File: config.mk
export PLATFORM = sky130hd
export DESIGN_NAME = tap_instr_select
export DESIGN_NICKNAME = d
export VERILOG_FILES = /design/src/rtl/tapsel_pkg.sv /design/src/rtl/tapsel_rstsync.sv /design/src/rtl/tapsel_ir.sv /design/src/rtl/tapsel_decode.sv /design/src/rtl/tapsel_dregs.sv /design/src/rtl/tap_instr_select.sv
export SDC_FILE = /design/constraint.sdc
export NUM_CORES = 1
export LEC_CHECK = 0
export ABC_AREA = 1
export BUFFER_PORTS_ARGS = -buffer_cell sky130_fd_sc_hd__clkbuf_2
export CORE_MARGIN = 5
export CORE_UTILIZATION = 35
export CTS_CLUSTER_SIZE = 25
export DETAILED_ROUTE_END_ITERATION = 8
export GPL_TIMING_DRIVEN = 0
export SLEW_MARGIN = 40
export SYNTH_ARGS = -nofsm -noshare
export SYNTH_HDL_FRONTEND = slang
export SYNTH_SLANG_ARGS = --single-unit
File: constraint.sdc
create_clock -name tck -period 1.4 [get_ports tck]
set_input_delay 0.14 -clock tck [delete_from_list [all_inputs] [get_ports tck]]
set_output_delay 0.14 -clock tck [all_outputs]
set_load 0.03 [all_outputs]
File: src/rtl/tapsel_pkg.sv
package tapsel_pkg;

  localparam int IR_W = 3;

  localparam logic [IR_W-1:0] OP_EXTEST = 3'b000;
  localparam logic [IR_W-1:0] OP_IDCODE = 3'b001;
  localparam logic [IR_W-1:0] OP_SAMPLE = 3'b010;
  localparam logic [IR_W-1:0] OP_CLAMP  = 3'b011;
  localparam logic [IR_W-1:0] OP_HIGHZ  = 3'b100;
  localparam logic [IR_W-1:0] OP_BYPASS = 3'b111;

  // Pattern captured into the shift stage in Capture-IR
  localparam logic [IR_W-1:0] IR_CAPTURE = 3'b001;

  typedef enum logic [1:0] {
    DR_BSR = 2'd0,
    DR_BYP = 2'd1,
    DR_ID  = 2'd2
  } dr_sel_e;

  typedef struct packed {
    dr_sel_e dr;
    logic    drive;
    logic    hiz;
  } decode_t;

endpackage

File: src/rtl/tapsel_rstsync.sv
module tapsel_rstsync #(
  parameter int STAGES = 2
) (
  input  logic clk,
  input  logic arst_n,
  output logic rst_n
);

  logic [STAGES-1:0] sync_q;
  logic [STAGES-1:0] sync_d;

  generate
    if (STAGES == 1) begin : g_one
      always_comb sync_d = 1'b1;
    end else begin : g_many
      always_comb sync_d = {sync_q[STAGES-2:0], 1'b1};
    end
  endgenerate

  always_ff @(posedge clk or negedge arst_n) begin
    if (!arst_n) sync_q <= '0;
    else         sync_q <= sync_d;
  end

  assign rst_n = sync_q[STAGES-1];

endmodule

File: src/rtl/tapsel_ir.sv
module tapsel_ir
  import tapsel_pkg::*;
(
  input  logic            tck,
  input  logic            rst_n,
  input  logic            st_tlr,
  input  logic            st_cap_ir,
  input  logic            st_shift_ir,
  input  logic            st_upd_ir,
  input  logic            tdi,
  output logic            ir_so,
  output logic [IR_W-1:0] instr
);

  logic [IR_W-1:0] sr_q, sr_d;
  logic            sr_en;
  logic [IR_W-1:0] par_q, par_d;
  logic            par_en;

  // Shift stage: rising edge
  always_comb begin
    sr_en = st_cap_ir | st_shift_ir;
    sr_d  = sr_q;
    if (st_cap_ir)        sr_d = IR_CAPTURE;
    else if (st_shift_ir) sr_d = {tdi, sr_q[IR_W-1:1]};
  end

  always_ff @(posedge tck or negedge rst_n) begin
    if (!rst_n)     sr_q <= IR_CAPTURE;
    else if (sr_en) sr_q <= sr_d;
  end

  // Parallel instruction: falling edge
  always_comb begin
    par_en = st_tlr | st_upd_ir;
    par_d  = par_q;
    if (st_tlr)         par_d = OP_IDCODE;
    else if (st_upd_ir) par_d = sr_q;
  end

  always_ff @(negedge tck or negedge rst_n) begin
    if (!rst_n)      par_q <= OP_IDCODE;
    else if (par_en) par_q <= par_d;
  end

  assign ir_so = sr_q[0];
  assign instr = par_q;


  tlr_loads_id_chk: assert property (@(negedge tck) disable iff (!rst_n)
    st_tlr |=> (instr == OP_IDCODE));


  capir_pattern_chk: assert property (@(posedge tck) disable iff (!rst_n)
    st_cap_ir |=> (sr_q == IR_CAPTURE));


  shift_move_chk: assert property (@(posedge tck) disable iff (!rst_n)
    (st_shift_ir && !st_cap_ir) |=> (sr_q == {$past(tdi), $past(sr_q[IR_W-1:1])}));


  par_hold_chk: assert property (@(negedge tck) disable iff (!rst_n)
    (!st_upd_ir && !st_tlr) |=> $stable(instr));

endmodule

File: src/rtl/tapsel_decode.sv
module tapsel_decode
  import tapsel_pkg::*;
(
  input  logic [IR_W-1:0] instr,
  output decode_t         dec
);

  always_comb begin
    dec.dr    = DR_BYP;
    dec.drive = 1'b0;
    dec.hiz   = 1'b0;
    case (instr)
      OP_EXTEST: begin dec.dr = DR_BSR; dec.drive = 1'b1; end
      OP_SAMPLE: dec.dr = DR_BSR;
      OP_IDCODE: dec.dr = DR_ID;
      OP_CLAMP:  dec.drive = 1'b1;
      OP_HIGHZ:  dec.hiz = 1'b1;
      default:   dec.dr = DR_BYP;
    endcase
  end

endmodule

File: src/rtl/tapsel_dregs.sv
module tapsel_dregs
  import tapsel_pkg::*;
#(
  parameter int              ID_W     = 32,
  parameter logic [ID_W-1:0] ID_VALUE = 32'h0000D143
) (
  input  logic    tck,
  input  logic    rst_n,
  input  logic    st_cap_dr,
  input  logic    st_shift_dr,
  input  dr_sel_e sel,
  input  logic    tdi,
  output logic    byp_so,
  output logic    id_so
);

  logic            byp_q, byp_d, byp_en;
  logic [ID_W-1:0] id_q, id_d;
  logic            id_en;
  logic            byp_act, id_act;

  always_comb begin
    byp_act = (sel == DR_BYP);
    id_act  = (sel == DR_ID);
  end

  // Bypass register
  always_comb begin
    byp_en = byp_act & (st_cap_dr | st_shift_dr);
    byp_d  = st_cap_dr ? 1'b0 : tdi;
  end

  always_ff @(posedge tck or negedge rst_n) begin
    if (!rst_n)      byp_q <= 1'b0;
    else if (byp_en) byp_q <= byp_d;
  end

  // Identification register
  always_comb begin
    id_en = id_act & (st_cap_dr | st_shift_dr);
    id_d  = st_cap_dr ? ID_VALUE : {tdi, id_q[ID_W-1:1]};
  end

  always_ff @(posedge tck or negedge rst_n) begin
    if (!rst_n)     id_q <= ID_VALUE;
    else if (id_en) id_q <= id_d;
  end

  assign byp_so = byp_q;
  assign id_so  = id_q[0];


  byp_delay_chk: assert property (@(posedge tck) disable iff (!rst_n)
    (st_shift_dr && !st_cap_dr && byp_act) |=> (byp_so == $past(tdi)));


  id_capture_chk: assert property (@(posedge tck) disable iff (!rst_n)
    (st_cap_dr && id_act) |=> (id_q == ID_VALUE));

endmodule

File: src/rtl/tap_instr_select.sv
module tap_instr_select
  import tapsel_pkg::*;
#(
  parameter int              ID_W        = 32,
  parameter logic [ID_W-1:0] ID_VALUE    = 32'h0000D143,
  parameter int              SYNC_STAGES = 2
) (
  input  logic            tck,
  input  logic            trst_n,
  input  logic            st_tlr,
  input  logic            st_cap_ir,
  input  logic            st_shift_ir,
  input  logic            st_upd_ir,
  input  logic            st_cap_dr,
  input  logic            st_shift_dr,
  input  logic            st_upd_dr,
  input  logic            tdi,
  input  logic            bsr_so,
  output logic            tdo,
  output logic            tdo_oe,
  output logic [IR_W-1:0] instr,
  output logic            bsr_sel,
  output logic            bsr_capture,
  output logic            bsr_shift,
  output logic            bsr_update,
  output logic            bsr_drive,
  output logic            pins_hiz
);

  logic    rst_n;
  logic    ir_so, byp_so, id_so;
  decode_t dec;
  logic    tdo_q, tdo_d, oe_q, oe_d;
  logic    dr_bit;

  tapsel_rstsync #(.STAGES(SYNC_STAGES)) u_rst (
    .clk    (tck),
    .arst_n (trst_n),
    .rst_n  (rst_n)
  );

  tapsel_ir u_ir (
    .tck         (tck),
    .rst_n       (rst_n),
    .st_tlr      (st_tlr),
    .st_cap_ir   (st_cap_ir),
    .st_shift_ir (st_shift_ir),
    .st_upd_ir   (st_upd_ir),
    .tdi         (tdi),
    .ir_so       (ir_so),
    .instr       (instr)
  );

  tapsel_decode u_dec (
    .instr (instr),
    .dec   (dec)
  );

  tapsel_dregs #(.ID_W(ID_W), .ID_VALUE(ID_VALUE)) u_dr (
    .tck         (tck),
    .rst_n       (rst_n),
    .st_cap_dr   (st_cap_dr),
    .st_shift_dr (st_shift_dr),
    .sel         (dec.dr),
    .tdi         (tdi),
    .byp_so      (byp_so),
    .id_so       (id_so)
  );

  // Boundary chain controls
  always_comb begin
    bsr_sel     = (dec.dr == DR_BSR);
    bsr_capture = bsr_sel & st_cap_dr;
    bsr_shift   = bsr_sel & st_shift_dr;
    bsr_update  = bsr_sel & st_upd_dr;
    bsr_drive   = dec.drive;
    pins_hiz    = dec.hiz;
  end

  // Serial output multiplexer, falling edge
  always_comb begin
    case (dec.dr)
      DR_BSR:  dr_bit = bsr_so;
      DR_ID:   dr_bit = id_so;
      default: dr_bit = byp_so;
    endcase
    oe_d  = st_shift_ir | st_shift_dr;
    tdo_d = tdo_q;
    if (st_shift_ir)      tdo_d = ir_so;
    else if (st_shift_dr) tdo_d = dr_bit;
  end

  always_ff @(negedge tck or negedge rst_n) begin
    if (!rst_n) begin
      tdo_q <= 1'b0;
      oe_q  <= 1'b0;
    end else begin
      tdo_q <= tdo_d;
      oe_q  <= oe_d;
    end
  end

  assign tdo    = tdo_q;
  assign tdo_oe = oe_q;


  idcode_route_chk: assert property (@(negedge tck) disable iff (!rst_n)
    st_upd_ir |=> ((instr == OP_IDCODE) == (dec.dr == DR_ID)));


  oe_shift_chk: assert property (@(negedge tck) disable iff (!rst_n)
    (st_shift_ir || st_shift_dr) |=> tdo_oe);


  oe_idle_chk: assert property (@(negedge tck) disable iff (!rst_n)
    (!st_shift_ir && !st_shift_dr) |=> !tdo_oe);

endmodule

==> results of run 1 <==
-- stage by stage --
stage	util, %	setup slack, ns	power [mW]
final	49.8	-0.795	3.00
after global routing	49.8	-0.885	3.14
after CTS	47.8	-0.810	2.98
after detailed placement	40.3	-0.796	1.89
after global placement	40.3	-0.798	1.88
after floorplan	-	-0.729	1.77
-- synthesized netlist by cell type (all sizes together) --
cell    number  area [sq um]
o21ai       14          70.1
a21oi        7          35.0
dfrtp       30           751
clkbuf       3          11.3
inv         15          56.3
nand3       27           135
nand2       72           270
dfstp        9           236
dfrtn        4           100
nor3         2          21.3
or2          1          6.26
buf          7          63.8
nor2         7          28.8
conb         1          3.75
nand4        2          12.5
a21o         1          7.51
clkinv       1          3.75
-- layout make-up --
class	instances	area [sq um]	area share, %
sequential	43	1090	43.2
timing repair buffer	40	402	15.9
clock buffer	7	97.6	3.86
buffer	10	87.6	3.47
multi-input combinational	134	681	26.9
inverter	15	58.8	2.33
tap	70	87.6	3.47
clock inverter	2	21.3	0.842
-- metal layers --
layer  part of all wire [%]  wire length, microns  track usage, %  vias to the layer above
met3                    3.2                   127            3.29                       11
met2                     48                  1940            19.6                       17
met5                      0                     0               0                        -
met1                     46                  1860            16.9                      697
met4                    2.3                    93            6.48                        0
li1                       -                     -               -                      739
-- state kept, by name, indices dropped and copies added, names as in the netlist --
register / cells
tdo_oe: 1
u_ir.sr_q: 3
u_dr.byp_so: 1
tdo: 1
u_dr.id_q: 32
u_rst.sync_q: 2
u_ir.instr: 3
-- power groups by stage --
stage / registers (mW) / clock network (mW) / logic, mW
floorplan: 1.50 / 0.00894 / 0.266
global placement: 1.50 / 0.00894 / 0.371
detailed placement: 1.50 / 0.00894 / 0.376
global route: 1.50 / 1.03 / 0.610
finish: 1.48 / 0.960 / 0.555
CTS: 1.49 / 0.994 / 0.501
-- timing repair --
action                                  in CTS  in global routing
endpoints found under the setup margin      47                 53
hold buffers                                 1                  0
buffers inserted                            12                  7
pin swaps                                    9                  2
resized for setup                           44                 19
endpoints found under the hold margin        2                  0
gates cloned                                 2                  0
-- worst register-to-register path, delay by kind of cell, from the launching register on --
family	cells	cell delay (ns)
buf+inv	2	0.31
simple gates	4	0.39
flops	1	0.61
-- worst paths after layout --
path / to / depth (start not counted) / startpoint
setup / recovery: u_dr.id_q[9]$_DFFE_PN0P_ / 6 / u_ir.instr[0]$_DFFE_NN1P_
hold / removal: u_ir.sr_q[0]$_DFFE_PN1P_ / 3 / st_cap_ir
setup reg to reg: u_dr.id_q[9]$_DFFE_PN0P_ / 6 / u_ir.instr[0]$_DFFE_NN1P_
hold reg to reg: u_ir.sr_q[2]$_DFFE_PN0P_ / 0 / u_rst.sync_q[1]$_DFF_PN0_
max in group asynchronous: u_ir.instr[0]$_DFFE_NN1P_ / 0 / u_rst.sync_q[1]$_DFF_PN0_
min in group asynchronous: u_rst.sync_q[0]$_DFF_PN0_ / 2 / trst_n
-- logic make-up after synthesis --
family	Yosys count	share of synthesized area [%]
AOI/OAI and AO/OA	22	6.21
buffers and inverters	26	7.45
DFF	43	60.0
other	1	0.207
and+or+nand+nor	111	26.2
==> impl_results.md, run 1 <==
* Crit-path slowest cell: dfstp_2
* Slew Limit Fails at 0
* Worst VDD drop at 0.000466 V
* Clk Latency, worst-skew pair at ~0.35 ns
* Ports at 22
* Seq/Total Area, Yosys at 60.0%
* CP endpoint kind: register
* CP required at 1.58 ns
* Reg2Reg Setup Slack at -0.80 ns
* Comb pwr share at 18.5%
* Critical path arrival at roughly 2.4 ns
* Buf/Inv on CP at 2
* Die X at 82.0 microns
* Num CTS Buffers at 5
* Largest net degree at the start of global routing at 42
* Static Leak at 1.30 nW
* GPL Wtd Cong at 0.718
* Core area at a little over 5000 sq um
* Via/cell ratio at around 4.6
* Gate Count Post-Synth at 203
* Total number of vias at 1464
* Fillers at 488
* Crit path max-delay family: flip-flops
* First-pass detailed-route iteration total at 4
* Status: finished, violations left
* Final Setup Violations at 46
* Critical path cell sequence: nand2_4, nor3_4, inv_2, buf_6, nand2_1, nand2_1
* CTS sink cnt at 43
* 1st-iter DRT viols at 71
* GRT Residual Overflow at 0
* YS warnings at 0
* Root Buffer: clkbuf_8
* Hold slack at between 0.06 and 0.07 ns
* Final cell area excluding filler cells at 2530 sq um
* Share of layout cells above drive strength 1 at 36.3%
* Non-Filler Instances at 321
* Placed Area at 2050 sq um
* Net count after synthesis at 214
* CP Launch Type: register
* Sw frac at around a quarter
* Nets at ~260
* Clock skew at 0.0670 ns
* Final worst setup slack at -0.795 ns
* MaxCap Viol Count at 0
* # rows at 26
* CTS tree: built
* Placed Cells at 292
* Gr usage total at 12.9%
* CP max FO at 10
* Vias in the first global route at 1421
* Full die area at 6720 sq um
* Initial antenna violation count at 0
* Synth-to-layout area growth at 39.3%
* Dpl hpwl at 2.29 mm
* Clock power frac at between 30% and 40%
* WL final at about 4 mm
* First-pass GRT wire length at 6.56 mm
* Syn avg cell area at 8.93 sq um
* Failing checks: negative setup slack
* Height of the chip at 82.0 microns
* Antenna viol nets, final at 0
* Pwr dens at about 1200 nW/um^2
* Cell variety after synth at 21
* H-Tree Depth at 2
* Critical path type: reg2reg
* Commonest non-fill, non-tap cell in the layout: nand2_1
* CTS clk-pin slew, worst paths at around 0.080 ns
* Register bit count reported by yosys at 43
* RSZ-0062 raised after global routing: true
* Setup_tns at -32.15 ns
* Most frequent cells in the layout: nand2_1 (61), dfrtp_1 (29), nand3_1 (25)
* Min-delay worst type: in2reg
* Routed len/inst at 12.5 microns
* CTS Buffer Depth at 2
* Net Switching at 0.796 mW
* Synthesized area at roughly 1800 sq um
* Final hold viol count at 0
* DRC viols at 0
* # port buffers at 19
* CP dominant cell by count: nand2_1
* Diode count at 0
* Initial Util at ~36%
* Internal power at 2.20 mW
* CP peak stage delay at 0.61 ns
* Flop pwr share at 49.5%
(Power assumes the default switching activity.)
==> run 2, diff against run 1 <==
--- a/config.mk
+++ b/config.mk
@@ -15,4 +15,5 @@
 export SLEW_MARGIN = 40
 export SYNTH_ARGS = -nofsm -noshare
 export SYNTH_HDL_FRONTEND = slang
+export SYNTH_HIERARCHICAL = 1
 export SYNTH_SLANG_ARGS = --single-unit
==> run 2 against run 1 <==
Against the previous run: the flow still finishes with violations (negative setup slack); sequential power about the same; worst setup slack worse by 0.13 ns; critical endpoint is now bsr_capture; synthesized area up 25%; register-to-register slack worse by 0.10 ns.
==> impl_results.md, run 2 <==
* Status: finished, violations left
* Failing checks: negative setup slack
* Synthesized area at 2270 sq um (+25%)
* Clk Latency, worst-skew pair at 0.34 ns (about the same)
* Top cells by count, synth: nand2_1 (66), inv_1 (45), nand3_1 (39)
* Initial Util at 35.9% (+0.18 points)
* MaxCap Viol Count at 0 (unchanged)
* DRC viols at 0 (unchanged)
* RSZ-0062 raised after global routing: true
* Internal power at 2.14 mW (-2.6%)
* Post-synthesis async set-or-reset flop share at 100% (unchanged)
* Register area at 1090 sq um (unchanged)
* CTS sink cnt at 43 (unchanged)
* Syn avg cell area at 7.98 sq um (-11%)
* Net Switching at 0.951 mW (+19%)
* Crit-path slowest cell: dfstp_2
* Setup_tns at -36.16 ns (-4.01 ns)
* Static Leak at 1.63 nW (+25%)
* Most frequent cells in the layout: nand2_1 (49), inv_1 (43), nand3_1 (35), nand2_2 (35)
* Dpl ws at -0.948 ns (-0.152 ns)
* Top cells by area, synth: dfrtp_1 (33%), nand2_1 (11%), dfstp_2 (10%), nand3_1 (8.6%), nand2_2 (8.3%)
* Critical path type: reg2out
* CP endpoint kind: output port
* Share of layout cells above drive strength 1 at 41.6% (+5.3 points)
* Register bit count reported by yosys at 43 (unchanged)
* Diode count at 0 (unchanged)
* Routed len/inst at 11.9 microns (-5.1%)
* Antenna viol nets, final at 0 (unchanged)
* Die X at 90.5 microns (+10%)
* Min-delay worst type: in2reg
* Max reg flops at 32 (unchanged)
* Fillers at 624 (+28%)
* Final hold viol count at 0 (unchanged)
* Largest reg by FF count: u_dr/id_q
* Nets at 342 (+31%)
* # rows at 29 (+12%)
* Worst VDD drop at 0.000669 V (+43%)
* Placed Area at 2510 sq um (+23%)
* CP peak stage delay at 0.55 ns (-0.06 ns)
* Footprint of the multi-input gates at 1040 sq um (+53%)
* GRT Residual Overflow at 0 (unchanged)
* Full die area at 8190 sq um (+22%)
* Critical path arrival at 2.19 ns (-0.18 ns)
* First-pass detailed-route iteration total at 4 (unchanged)
* Sw frac at 30.7% (+4.1 points)
* Clock power frac at 24.4% (-7.6 points)
* Root Buffer: clkbuf_8
* Cell variety after synth at 22 (+4.8%)
* Initial antenna violation count at 0 (unchanged)
* CP max FO at 3 (-7)
* Largest net degree at the start of global routing at 23 (-45%)
* GPL Wtd Cong at 0.738 (+2.8%)
* 1st-iter DRT viols at 53 (-25%)
* H-Tree Depth at 2 (unchanged)
* Ports at 22 (unchanged)
* Height of the chip at 90.5 microns (+10%)
* Via/cell ratio at 4.45 (-2.4%)
* # port buffers at 21 (+2)
* Gr usage total at 12.5% (-0.39 points)
* Critical path cell sequence: inv_2, nor3_4, nor2_4, inv_4, nor2_2, clkbuf_8
* CTS tree: built
* WL final at 4.86 mm (+21%)
* Num CTS Buffers at 5 (unchanged)
* Top-count cell post-synth: nand2_1
* Top-area cell type share of the netlist area at 33.1% (-8.3 points)
* CTS clk-pin slew, worst paths at 0.08 ns (about the same)
* First-pass GRT wire length at 8.65 mm (+32%)
* Flop pwr share at 48.7% (-0.8 points)
* Slew Limit Fails at 0 (unchanged)
* Yosys top cell by area: dfrtp_1
* Total number of vias at 1820 (+24%)
* Seq/Total Area, Yosys at 48.0% (-12 points)
* Core area at 6310 sq um (+24%)
* Crit path max-delay family: flip-flops
* Final worst setup slack at -0.925 ns (-0.130 ns)
* CP required at 1.26 ns (-0.32 ns)
* Gate Count Post-Synth at 284 (+40%)
* Final Setup Violations at 45 (-2.2%)
* Buf/Inv on CP at 3 (+1)
* Vias in the first global route at 1867 (+31%)
* CP Launch Type: register
* Dpl hpwl at 2.82 mm (+23%)
* Clock skew at 0.0555 ns (-0.0115 ns)
* Final cell area excluding filler cells at 3090 sq um (+22%)
* YS warnings at 6 (+6)
* Number of synthesized flops with an enable pin at 0 (unchanged)
* CTS Buffer Depth at 2 (unchanged)
* Hold slack at 0.0889 ns (+0.0259 ns)
* Net count after synthesis at 295 (+38%)
* Commonest non-fill, non-tap cell in the layout: nand2_1
* Comb pwr share at 26.9% (+8.4 points)
* Synth-to-layout area growth at 36.3%
* Pwr dens at 1000 nW/um^2 (-16%)
* Post-synth top flop: dfrtp_1
-- run 2: changes by cell type in the layout (fill, tap and decap cells not counted), moves of 3 or more --
cell / change
inv_1: +31
nor2_1: +28
nand2_2: +25
nand2_1: -12
nand2_4: +11
nand3_1: +10
buf_6: -7
o21ai_0: -7
o21ai_1: -7
a21oi_1: -4
buf_12: +3
-- run 2: worst register-to-register path, stage by stage (launching register included) --
cell and delay, ns:
dfstp_2 0.55, inv_2 0.05, nor3_4 0.20, inv_2 0.10
nor2_8 0.15, nand2_8 0.12, clkbuf_16 0.19, nand2_4 0.05
nand2_2 0.04
-- run 2: final timing paths --
| path | startpoint | to | cells past startpoint | slack (ns) |
|---|---|---|---|---|
| worst max-delay path | u_ir/instr[0]$_DFFE_NN1P_ | bsr_capture | 6 | -0.93 |
| worst min-delay path | st_cap_ir | u_ir/sr_q[0]$_DFFE_PN1P_ | 3 | 0.09 |
| worst max register to register | u_ir/instr[0]$_DFFE_NN1P_ | u_dr/id_q[9]$_DFFE_PN0P_ | 8 | -0.90 |
| worst min register to register | u_rst/sync_q[1]$_DFF_PN0_ | u_dr/byp_so$_DFFE_PN0P_ | 0 | 0.23 |
| max in group asynchronous | u_rst/sync_q[1]$_DFF_PN0_ | u_ir/instr[0]$_DFFE_NN1P_ | 0 | 0.21 |
| min in group asynchronous | trst_n | u_rst/sync_q[0]$_DFF_PN0_ | 2 | 0.16 |
-- run 2: per-layer routing --
metal	GRT usage (%)	wire [microns]	up-vias
met5	0	0	-
met1	16.5	2240	857
li1	-	-	936
met3	3.17	169	4
met2	20.2	2410	23
met4	3.35	35	0
-- run 2: final cells by class --
class	instances	share of cell area, %
Buffer	12	4.33
Clock buffer	7	2.47
Clock inverter	2	0.284
Inverter	48	6.16
Multi-Input combinational cell	180	33.7
Sequential cell	43	35.3
Tap cell	77	3.12
Timing Repair Buffer	40	14.6
-- run 2: power by group through the flow --
stage                     combinational, mW  sequential (mW)  clock (mW)
after floorplan                       0.436             1.52     0.00894
after global placement                0.563             1.52     0.00894
after detailed placement              0.569             1.53     0.00894
after CTS                             0.735             1.49       0.798
after global routing                  0.924             1.52       0.847
final                                 0.833             1.51       0.756
-- run 2: kinds of logic after synthesis --
| group | share of synthesized area, % |
|---|---|
| AND/OR/NAND/NOR | 37.4 |
| buffers and inverters | 13.7 |
| flip-flops | 48.0 |
| AO/OA/AOI/OAI | 0.773 |
| other | 0.165 |
-- run 2: metrics by stage --
stage                     util, %  cells  total power, mW
final                        48.9    409             3.10
after global routing         48.9    409             3.30
after global placement       39.8    382             2.09
after floorplan                 -    284             1.96
after detailed placement     39.8    382             2.11
after CTS                    45.9    404             3.02
-- run 2: timing repair --
item | CTS | global route
pin swaps | 11 | 11
cloned | 1 | 2
buffers inserted | 12 | 6
hold endpoints to repair | 2 | 0
hold buffers | 1 | 0
resized for setup | 41 | 39
endpoints found under the setup margin | 46 | 48
==> run 3, diff against run 2 <==
--- a/config.mk
+++ b/config.mk
@@ -12,6 +12,7 @@
 export CTS_CLUSTER_SIZE = 25
 export DETAILED_ROUTE_END_ITERATION = 8
 export GPL_TIMING_DRIVEN = 0
+export RECOVER_POWER = 50
 export SLEW_MARGIN = 40
 export SYNTH_ARGS = -nofsm -noshare
 export SYNTH_HDL_FRONTEND = slang
==> run 3 against run 2 <==
Against the previous run: die area stayed put; non-clock buffer count stayed put; via count is the same; sequential power about the same; wire length shrank 0.19%; the run still ends with negative setup slack left; core utilization decreased by 0.40 points; sequential share of layout area increased by 0.17 points; combinational power fell by 0.7%; register-to-register slack hardly changed; hold slack about the same; critical path depth unchanged; total power down 0.29%.
==> impl_results.md, run 3 (synthesis gave the netlist of run 2 again) <==
* Status: finished, violations left
* Failing checks: negative setup slack
* Number of cells on the critical path at 6 (unchanged)
* GPL Wtd Cong at 0.738 (unchanged)
* Setup_tns at -36.91 ns (-0.751 ns)
* Fillers at 627 (+0.48%)
* CP Launch Type: register
* Slew headroom at 38.0%
* Critical path arrival at 2.19 ns (about the same)
* Core area at 6310 sq um (unchanged)
* First-pass GRT wire length at 8.65 mm (unchanged)
* Hold slack at 0.0889 ns (+0.0000493 ns)
* Hold path depth at 3 (unchanged)
* Crit-path slowest cell: dfstp_2
* Pwr dens at 1010 nW/um^2 (+0.52%)
* Register area at 1090 sq um (-0.34%)
* Final core utilization at 48.5% (-0.40 points)
* CTS tree: built
* Nets at 342 (unchanged)
* CP required at 1.26 ns (about the same)
* Static Leak at 1.62 nW (-0.62%)
* Crit path launch: u_ir/instr[0]$_DFFE_NN1P_
* RSZ-0062 raised after global routing: true
* Reg2reg end: u_dr/id_q[9]$_DFFE_PN0P_
* 1st-iter DRT viols at 54 (+1.9%)
* Worst VDD drop at 0.000669 V (about the same)
* Critical path type: reg2out
* Final hold viol count at 0 (unchanged)
* Max reg flops at 32 (unchanged)
* Final worst setup slack at -0.925 ns (+0.0000330 ns)
* GRT Residual Overflow at 0 (unchanged)
* CP max FO at 3 (unchanged)
* Share of layout cells above drive strength 1 at 41.0% (-0.60 points)
* Clk Latency, worst-skew pair at 0.34 ns (about the same)
* H-Tree Depth at 2 (unchanged)
* Placed Area at 2510 sq um (unchanged)
* Commonest non-fill, non-tap cell in the layout: nand2_1
* DRC viols at 0 (unchanged)
* Worst Reg2Reg Path Length in Cells at 8 (unchanged)
* # port buffers at 21 (unchanged)
* Hold_sp: st_cap_ir
* Buf/Inv on CP at 3 (unchanged)
* Largest reg by FF count: u_dr/id_q
* CP peak stage delay at 0.55 ns (about the same)
* Slew Limit Fails at 0 (unchanged)
* Final cell area excluding filler cells at 3060 sq um (-0.81%)
* Dpl hpwl at 2.82 mm (unchanged)
* Diode count at 0 (unchanged)
* Largest net degree at the start of global routing at 23 (unchanged)
* CP endpoint kind: output port
* CTS Buffer Depth at 2 (unchanged)
* Height of the chip at 90.5 microns (unchanged)
* # rows at 29 (unchanged)
* Worst r2r src: u_ir/instr[0]$_DFFE_NN1P_
* Num CTS Buffers at 5 (unchanged)
* Critical path cell sequence: inv_2, nor3_4, nor2_4, inv_4, nor2_2, clkbuf_8
* Dpl ws at -0.948 ns (unchanged)
* CTS sink cnt at 43 (unchanged)
* Crit path max-delay family: flip-flops
* Synth-to-layout area growth at 35.2%
* Reg2Reg Setup Slack at -0.90 ns (about the same)
* Final Setup Violations at 50 (+11%)
* Total number of vias at 1820 (unchanged)
* Vias in the first global route at 1867 (unchanged)
* Routed len/inst at 11.9 microns (-0.19%)
* WL final at 4.85 mm (-0.19%)
* Root Buffer: clkbuf_8
* Clock skew at 0.0556 ns (+0.0000653 ns)
* Initial Util at 35.9% (unchanged)
* Via/cell ratio at 4.45 (unchanged)
* Measured slew at the worst slew-check pin at slightly above 0.9 ns
* Die X at 90.5 microns (unchanged)
* Footprint of the multi-input gates at 1040 sq um (unchanged)
* Antenna viol nets, final at 0 (unchanged)
* Worst Hold End: u_ir/sr_q[0]$_DFFE_PN1P_
* MaxCap Viol Count at 0 (unchanged)
* Gr usage total at 12.5% (unchanged)
* Initial antenna violation count at 0 (unchanged)
* Full die area at 8190 sq um (unchanged)
* First-pass detailed-route iteration total at 4 (unchanged)
* Most frequent cells in the layout: nand2_1 (49), inv_1 (43), nand3_1 (35), nand2_2 (35), dfrtp_1 (30)
* CTS clk-pin slew, worst paths at 0.08 ns (about the same)
* Ports at 22 (unchanged)
* Min-delay worst type: in2reg
## run 3: changes by cell type in the layout (fill, tap and decap cells not counted), sizes merged
cell and delta:
buf -1, clkbuf +1
## run 3: power by group
group          switching, mW  internal, mW  leakage, nW
clock                  0.402         0.354       0.0475
sequential             0.109          1.39        0.551
combinational          0.438         0.389         1.02
total                  0.949          2.14         1.62
## run 3: worst register-to-register path, stage by stage, from the launching register on
cell and delay, ns:
dfstp_2 0.55, inv_2 0.05, nor3_4 0.20, inv_2 0.10, nor2_8 0.15, nand2_8 0.12
clkbuf_16 0.19, nand2_4 0.05, nand2_2 0.04
## run 3: worst max path at each step
stage	slack (ns)	to
final	-0.93	bsr_capture
after global placement	-0.95	u_dr/id_q[0]$_DFFE_PN1P_
after global routing	-0.99	bsr_capture
after floorplan	-0.91	u_dr/id_q[10]$_DFFE_PN0P_
after detailed placement	-0.95	u_dr/id_q[0]$_DFFE_PN1P_
after CTS	-0.98	bsr_capture
## run 3: layout make-up
type	count	area share (%)
inverters	48	6.21
well taps	77	3.14
multi-input cells	180	34.0
flip-flops and latches	43	35.5
plain buffers	12	4.37
clock inverters	2	0.286
repair buffers	40	14.0
clock buffers	7	2.49
## run 3: stage by stage
step                      instances  power (mW)
final                           409        3.09
after global routing            409        3.29
after CTS                       404        3.02
after detailed placement        382        2.11
after global placement          382        2.09
after floorplan                 284        1.96
## run 3: per-layer routing
layer / wire length, microns / part of all wire (%) / global-route usage (%)
met5: 0 / 0 / 0
met3: 169 / 3.5 / 3.17
met1: 2240 / 46 / 16.5
met2: 2410 / 50 / 20.2
met4: 35 / 0.72 / 3.35
## run 3: timing repair
item	CTS	global route
endpoints found under the setup margin	46	48
gates cloned	1	2
hold buffers	1	0
resized for setup	41	39
hold endpoints to repair	2	0
setup buffers	12	6
pin swaps	11	11
